$ cat config.mk
export PLATFORM = sky130hd
export DESIGN_NAME = adc_multi_reader
export DESIGN_NICKNAME = d
export VERILOG_FILES = /design/src/rtl/adc_rd_pkg.sv /design/src/rtl/adc_rd_timer.sv /design/src/rtl/adc_rd_shift.sv /design/src/rtl/adc_rd_seq.sv /design/src/rtl/adc_multi_reader.sv
export SDC_FILE = /design/constraint.sdc
export NUM_CORES = 1
export LEC_CHECK = 0
export BUFFER_PORTS_ARGS = -buffer_cell sky130_fd_sc_hd__buf_4
export CAP_MARGIN = 20
export CELL_PAD_IN_SITES_DETAIL_PLACEMENT = 2
export CELL_PAD_IN_SITES_GLOBAL_PLACEMENT = 2
export CORE_MARGIN = 3
export CORE_UTILIZATION = 32
export CTS_CLUSTER_SIZE = 8
export DETAILED_ROUTE_END_ITERATION = 8
export PLACE_DENSITY_LB_ADDON = 0.1
export SLEW_MARGIN = 20
export SYNTH_ARGS = -nofsm -noshare
export SYNTH_HDL_FRONTEND = slang
export SYNTH_SLANG_ARGS = --single-unit
$ cat constraint.sdc
create_clock -name clk -period 2.7 [get_ports clk]
set_input_delay 0 -clock clk [delete_from_list [all_inputs] [get_ports clk]]
set_output_delay 0 -clock clk [all_outputs]
set_load 0.03 [all_outputs]
$ cat src/rtl/adc_rd_pkg.sv
package adc_rd_pkg;

  typedef enum logic [2:0] {
    ST_IDLE,
    ST_CONV,
    ST_EN,
    ST_HIGH,
    ST_LOW,
    ST_DESEL,
    ST_ACQ
  } rd_state_t;

  function automatic int max2(input int a, input int b);
    return (a > b) ? a : b;
  endfunction

endpackage

$ cat src/rtl/adc_rd_timer.sv
module adc_rd_timer #(
  parameter int CW = 8
) (
  input  logic          clk,
  input  logic          rst_n,
  input  logic          load,
  input  logic [CW-1:0] val,
  output logic          done
);
  logic [CW-1:0] cnt;

  always_ff @(posedge clk) begin
    if (!rst_n) begin
      cnt <= '0;
    end else if (load) begin
      cnt <= val - CW'(1);
    end else if (cnt != '0) begin
      cnt <= cnt - CW'(1);
    end
  end

  assign done = (cnt == '0);
endmodule

$ cat src/rtl/adc_rd_shift.sv
module adc_rd_shift #(
  parameter int W = 16
) (
  input  logic         clk,
  input  logic         rst_n,
  input  logic         shift_en,
  input  logic         din,
  output logic [W-1:0] word
);
  always_ff @(posedge clk) begin
    if (!rst_n) begin
      word <= '0;
    end else if (shift_en) begin
      word <= {word[W-2:0], din};
    end
  end
endmodule

$ cat src/rtl/adc_rd_seq.sv
module adc_rd_seq
  import adc_rd_pkg::*;
#(
  parameter int NDEV     = 2,
  parameter int W        = 16,
  parameter int CONV_CYC = 200,
  parameter int EN_CYC   = 2,
  parameter int SCKH_CYC = 2,
  parameter int SCKL_CYC = 2,
  parameter int ACQ_CYC  = 50,
  parameter int CW       = 8,
  parameter int DW       = 1
) (
  input  logic            clk,
  input  logic            rst_n,
  input  logic            start,
  input  logic            res_ready,
  input  logic            tmr_done,
  output logic            tmr_load,
  output logic [CW-1:0]   tmr_val,
  output logic            shift_en,
  output logic            store,
  output logic [DW-1:0]   dev,
  output logic            cnv,
  output logic            sck,
  output logic [NDEV-1:0] sel_n,
  output logic            res_valid
);
  localparam int BW = $clog2(W);

  rd_state_t     state, nxt;
  logic [DW-1:0] dev_n;
  logic [BW-1:0] bitc;
  logic          sel_phase;

  always_comb begin
    nxt      = state;
    tmr_load = 1'b0;
    tmr_val  = CW'(1);
    shift_en = 1'b0;
    store    = 1'b0;
    dev_n    = dev;
    unique case (state)
      ST_IDLE: if (start && !res_valid) begin
        nxt = ST_CONV; tmr_load = 1'b1; tmr_val = CW'(CONV_CYC);
      end
      ST_CONV: if (tmr_done) begin
        nxt = ST_EN; tmr_load = 1'b1; tmr_val = CW'(EN_CYC); dev_n = '0;
      end
      ST_EN: if (tmr_done) begin
        nxt = ST_HIGH; tmr_load = 1'b1; tmr_val = CW'(SCKH_CYC);
      end
      ST_HIGH: if (tmr_done) begin
        shift_en = 1'b1;
        tmr_load = 1'b1;
        if (bitc == BW'(W-1)) begin
          nxt = ST_DESEL; tmr_val = CW'(1);
        end else begin
          nxt = ST_LOW; tmr_val = CW'(SCKL_CYC);
        end
      end
      ST_LOW: if (tmr_done) begin
        nxt = ST_HIGH; tmr_load = 1'b1; tmr_val = CW'(SCKH_CYC);
      end
      ST_DESEL: begin
        store    = 1'b1;
        tmr_load = 1'b1;
        if (dev == DW'(NDEV-1)) begin
          nxt = ST_ACQ; tmr_val = CW'(ACQ_CYC);
        end else begin
          nxt = ST_EN; tmr_val = CW'(EN_CYC); dev_n = dev + DW'(1);
        end
      end
      ST_ACQ: if (tmr_done) nxt = ST_IDLE;
      default: nxt = ST_IDLE;
    endcase
  end

  assign sel_phase = (nxt == ST_EN) || (nxt == ST_HIGH) || (nxt == ST_LOW);

  always_ff @(posedge clk) begin
    if (!rst_n) begin
      state     <= ST_IDLE;
      dev       <= '0;
      bitc      <= '0;
      cnv       <= 1'b0;
      sck       <= 1'b0;
      res_valid <= 1'b0;
    end else begin
      state <= nxt;
      dev   <= dev_n;
      cnv   <= (nxt == ST_CONV) || sel_phase || (nxt == ST_DESEL);
      sck   <= (nxt == ST_HIGH);
      if (state == ST_EN && nxt == ST_HIGH) begin
        bitc <= '0;
      end else if (shift_en) begin
        bitc <= bitc + BW'(1);
      end
      if (state == ST_DESEL && nxt == ST_ACQ) begin
        res_valid <= 1'b1;
      end else if (res_ready) begin
        res_valid <= 1'b0;
      end
    end
  end

  for (genvar i = 0; i < NDEV; i++) begin : g_sel
    always_ff @(posedge clk) begin
      if (!rst_n) begin
        sel_n[i] <= 1'b1;
      end else begin
        sel_n[i] <= !(sel_phase && (dev_n == DW'(i)));
      end
    end
  end
endmodule

$ cat src/rtl/adc_multi_reader.sv
module adc_multi_reader
  import adc_rd_pkg::*;
#(
  parameter int NDEV     = 2,
  parameter int W        = 16,
  parameter int CONV_CYC = 200,
  parameter int EN_CYC   = 2,
  parameter int SCKH_CYC = 2,
  parameter int SCKL_CYC = 2,
  parameter int ACQ_CYC  = 50
) (
  input  logic              clk,
  input  logic              rst_n,
  input  logic              start,
  input  logic              res_ready,
  input  logic              sdo,
  output logic              cnv,
  output logic              sck,
  output logic [NDEV-1:0]   sel_n,
  output logic              res_valid,
  output logic [NDEV*W-1:0] res_data
);
  localparam int MAXC = max2(max2(max2(CONV_CYC, ACQ_CYC), max2(SCKH_CYC, SCKL_CYC)), EN_CYC);
  localparam int CW   = $clog2(MAXC + 1);
  localparam int DW   = (NDEV > 1) ? $clog2(NDEV) : 1;

  logic          tmr_load, tmr_done, shift_en, store;
  logic [CW-1:0] tmr_val;
  logic [DW-1:0] dev;
  logic [W-1:0]  word;

  adc_rd_timer #(.CW(CW)) u_tmr (
    .clk(clk), .rst_n(rst_n), .load(tmr_load), .val(tmr_val), .done(tmr_done)
  );

  adc_rd_shift #(.W(W)) u_shift (
    .clk(clk), .rst_n(rst_n), .shift_en(shift_en), .din(sdo), .word(word)
  );

  adc_rd_seq #(
    .NDEV(NDEV), .W(W), .CONV_CYC(CONV_CYC), .EN_CYC(EN_CYC),
    .SCKH_CYC(SCKH_CYC), .SCKL_CYC(SCKL_CYC), .ACQ_CYC(ACQ_CYC),
    .CW(CW), .DW(DW)
  ) u_seq (
    .clk(clk), .rst_n(rst_n), .start(start), .res_ready(res_ready),
    .tmr_done(tmr_done), .tmr_load(tmr_load), .tmr_val(tmr_val),
    .shift_en(shift_en), .store(store), .dev(dev),
    .cnv(cnv), .sck(sck), .sel_n(sel_n), .res_valid(res_valid)
  );

  for (genvar i = 0; i < NDEV; i++) begin : g_res
    always_ff @(posedge clk) begin
      if (!rst_n) begin
        res_data[W*i +: W] <= '0;
      end else if (store && dev == DW'(i)) begin
        res_data[W*i +: W] <= word;
      end
    end
  end
endmodule

==> summary.txt <==
Outcome
  – Outcome: finished clean

Floorplan
  – Placement row count: 33
  – Initial core utilization: 33.91%
  – Die width: around 100 um
  – I/O Pins: 42
  – Die Area: just over 10000 um2
  – CORE AREA: about 8400 um2
  – Die Y: approximately 100 um

STA
  – Slew HR: just under 50%
  – Final slew viol count: 0
  – Clock Skew: 0.01402 ns
  – Setup WS post-layout: 0.1985 ns
  – Total negative slack: 0 ns
  – Fmax: 0.3998 GHz
  – RSZ-0062 raised after global routing: false
  – Setup violators final: 0
  – Measured slew at the worst slew-check pin: approximately 0.76 ns
  – Final Hold Viols: 0
  – Final worst path period share: 92.65%
  – Final period demand of the worst path: between 2 and 3 ns

Flow run
  – Max_cap viols: 0

Global route
  – Vias in the first global route: 2981
  – Total Routing Usage GR: 19.52%
  – First-pass GRT wire length: between 15000 and 20000 um
  – Grt ovf: 0
  – Initial antenna violation count: 0
  – Pin count of the biggest net entering global routing: between 50 and 60

Power
  – Clock power share: a little under a third
  – Switching share of power: between 30 and 40%
  – Maximum vdd drop: around 280 uV
  – Leakage: ~1.4 nW
  – Combinational share of power: a little under a third
  – Net switching power: between 1 and 1.5 mW
  – Sequential power share: between 30 and 40%
  – Total internal power: approximately 2.1 mW
  – Power Dens Cells: ~860 nW/um2

Worst hold path
  – Worst hold start: start
  – HP Class: in -> reg
  – Hold endpoint: u_tmr.cnt[7]$_SDFFE_PN0P_
  – Hold path cells: 5

Logic synthesis
  – Sequential-to-total area share from yosys stat: 48.36%
  – Most frequent cell after synthesis: nand2_1
  – Asr flop ratio synth: 0%
  – Yosys reg bits: slightly below 70
  – Area leader, netlist: dfxtp_1
  – Most instantiated cells after synthesis: 109 x nand2_1, 69 x dfxtp_1, 66 x a21oi_1, 17 x nor2_1, 16 x clkbuf_1
  – Ranking of synthesized cells by area: dfxtp_1 48%, nand2_1 14%, a21oi_1 12%
  – Synth warn: 0
  – Net Count, Synth: between 300 and 400
  – Synth unique cells: 47
  – Number of synthesized flops with an enable pin: 0
  – Post-Synthesis Cells: around 360
  – Post-Syn Area: roughly 2900 um2
  – Yosys top cell area share: slightly below 50%
  – Ys flop type: dfxtp_1
  – Avg Inst Size Synth: between 7 and 8 um2

Place
  – Dpl ws: 0.03218 ns
  – Post-DP HPWL: 6445 um
  – # port buffers: 41
  – Gpl congestion: 0.7943

Detailed routing
  – DRT Pass-1 Iters: 4
  – Vias post-DR: about 2.8k
  – Routed len/inst: 17.85 um
  – Final antenna-violating net count: 0
  – Iter 0 DRT Violations: slightly above 70
  – DRC: 0
  – Detailed Route WL: between 9000 and 10000 um
  – Via density: between 5 and 6

Finish
  – Nets@finish: 426
  – Area growth syn-to-layout: 27.42%
  – Share of cells above drive strength 1: 20.99%
  – N_diodes: 0
  – Final core utilization: between 40% and 50%

Setup path
  – Worst setup EP type: flop
  – Reg2Reg Setup Slack: 0.20 ns
  – CP required: slightly below 3 ns
  – Critical path arrival: roughly 2.8 ns
  – Reg2reg path depth: 9
  – Startpoint types: flop
  – Crit-path max FO: 4
  – Setup CP Type: reg -> reg
  – R2R Path End: u_tmr.cnt[4]$_SDFFE_PN0P_
  – Worst reg2reg startpoint: u_tmr.cnt[7]$_SDFFE_PN0P_

Clocking
  – Clock Latency Late Sink: approximately 0.33 ns
  – Max Buffers Root-to-Sink: 2
  – CTS root buf: clkbuf_8
  – TritonCTS clock tree: built
  – TritonCTS Sinks: approximately 70
  – Post CTS Setup Buffer Count: 0
  – Cts bufs inserted: 9
  – H-tree levels: 3
  – Clock transition at path regs: about 0.080 ns
==> cells by family (layout without fill, tap and decap cells) <==
kind of cell | Yosys count | in the layout | synth area share (%)
multiplexers | 3 | 3 | 1.139
AND/OR/NAND/NOR | 166 | 166 | 25.97
XOR/XNOR | 1 | 1 | 0.3067
adder cells (fa/ha/maj) | 2 | 2 | 0.8759
flip-flops | 69 | 69 | 48.36
AO/OA/AOI/OAI | 97 | 97 | 19.75
buffers and inverters | 26 | 86 | 3.592
==> state kept, by name, indices dropped and copies added, names as in the netlist <==
name             flops
res_data            32
u_shift.word        16
u_tmr.cnt            8
u_seq.bitc           4
u_seq.state          3
u_seq.sel_n          2
u_seq.cnv            1
u_seq.dev            1
u_seq.res_valid      1
u_seq.sck            1
==> power groups by stage <==
| stage | Clock [mW] | Sequential, mW | Combinational, mW |
|---|---|---|---|
| finish | 0.966 | 1.18 | 0.979 |
| global route | 1.05 | 1.19 | 1.08 |
| CTS | 0.997 | 1.17 | 0.953 |
| detailed placement | 0 | 1.19 | 0.941 |
| global placement | 0 | 1.18 | 0.906 |
| floorplan | 0 | 1.17 | 0.574 |
==> final cells by class <==
class                           count  area, um2
Fill cell                         985       4783
Clock buffer                       10      137.6
Multi-Input combinational cell    269       1385
Timing Repair Buffer               64      488.0
Tap cell                          105      131.4
Sequential cell                    69       1381
Clock inverter                      6      93.84
Inverter                            6      22.52
==> critical path, stage by stage (launching register included) <==
cell	delay [ns]
dfxtp_1	0.36
or4_4	0.59
or3_1	0.40
o22ai_2	0.13
o21bai_1	0.14
ha_1	0.19
inv_1	0.07
a211oi_2	0.22
o21ai_0	0.18
a21oi_1	0.15
==> metal layers <==
layer	global-route usage, %	vias to the layer above	wire length, um
li1	-	1349	-
met1	26.65	1371	4446
met2	32.47	38	4648
met3	2.699	9	260
met4	5.078	0	86
met5	0	-	0
==> stage by stage <==
step	area, um2	instances	hold slack (ns)	total power, mW
6_report	3640	529	0.3607	3.125
3_3_place_gp	3366	510	0.2594	2.088
2_1_floorplan	2856	364	0.08739	1.746
4_1_cts	3627	529	0.3252	3.121
3_5_place_dp	3366	510	0.2716	2.132
5_1_grt	3640	529	0.3987	3.325
==> placed cells by master (no fill, tap or decap), types with 2 or more instances in the layout <==
master | synthesis | layout
o21ai_0 | 7 | 7
and3b_1 | 2 | 2
a21oi_1 | 66 | 66
nand2_1 | 109 | 109
clkinv_4 | 0 | 2
dlygate4sd3_1 | 0 | 3
or4_4 | 0 | 2
and2_1 | 4 | 4
inv_1 | 6 | 6
ha_1 | 2 | 2
nand3_1 | 7 | 7
nor3_1 | 4 | 4
clkbuf_8 | 0 | 10
buf_4 | 0 | 61
a31oi_2 | 2 | 2
o22ai_1 | 2 | 2
or3_1 | 2 | 2
nor4_1 | 3 | 3
a31oi_1 | 3 | 3
nor2_1 | 17 | 17
dfxtp_1 | 69 | 69
nor2b_1 | 3 | 3
bufinv_16 | 0 | 2
nand2b_1 | 5 | 5
a22oi_1 | 2 | 2
and3_1 | 2 | 2
==> what timing repair did <==
item	in CTS	in global routing
setup endpoints to repair	0	3
gates resized for setup	0	3
hold endpoints to repair	6	0
hold buffers	3	0
==> worst max path at each step <==
stage / startpoint / to
6_report: u_tmr.cnt[7]$_SDFFE_PN0P_ / u_tmr.cnt[4]$_SDFFE_PN0P_
5_1_grt: u_tmr.cnt[3]$_SDFFE_PN0P_ / u_tmr.cnt[2]$_SDFFE_PN0P_
4_1_cts: u_tmr.cnt[7]$_SDFFE_PN0P_ / u_tmr.cnt[4]$_SDFFE_PN0P_
3_5_place_dp: u_tmr.cnt[3]$_SDFFE_PN0P_ / u_tmr.cnt[4]$_SDFFE_PN0P_
3_3_place_gp: u_tmr.cnt[3]$_SDFFE_PN0P_ / u_tmr.cnt[6]$_SDFFE_PN0P_
2_1_floorplan: u_tmr.cnt[3]$_SDFFE_PN0P_ / u_tmr.cnt[6]$_SDFFE_PN0P_
(Power assumes the default switching activity.)
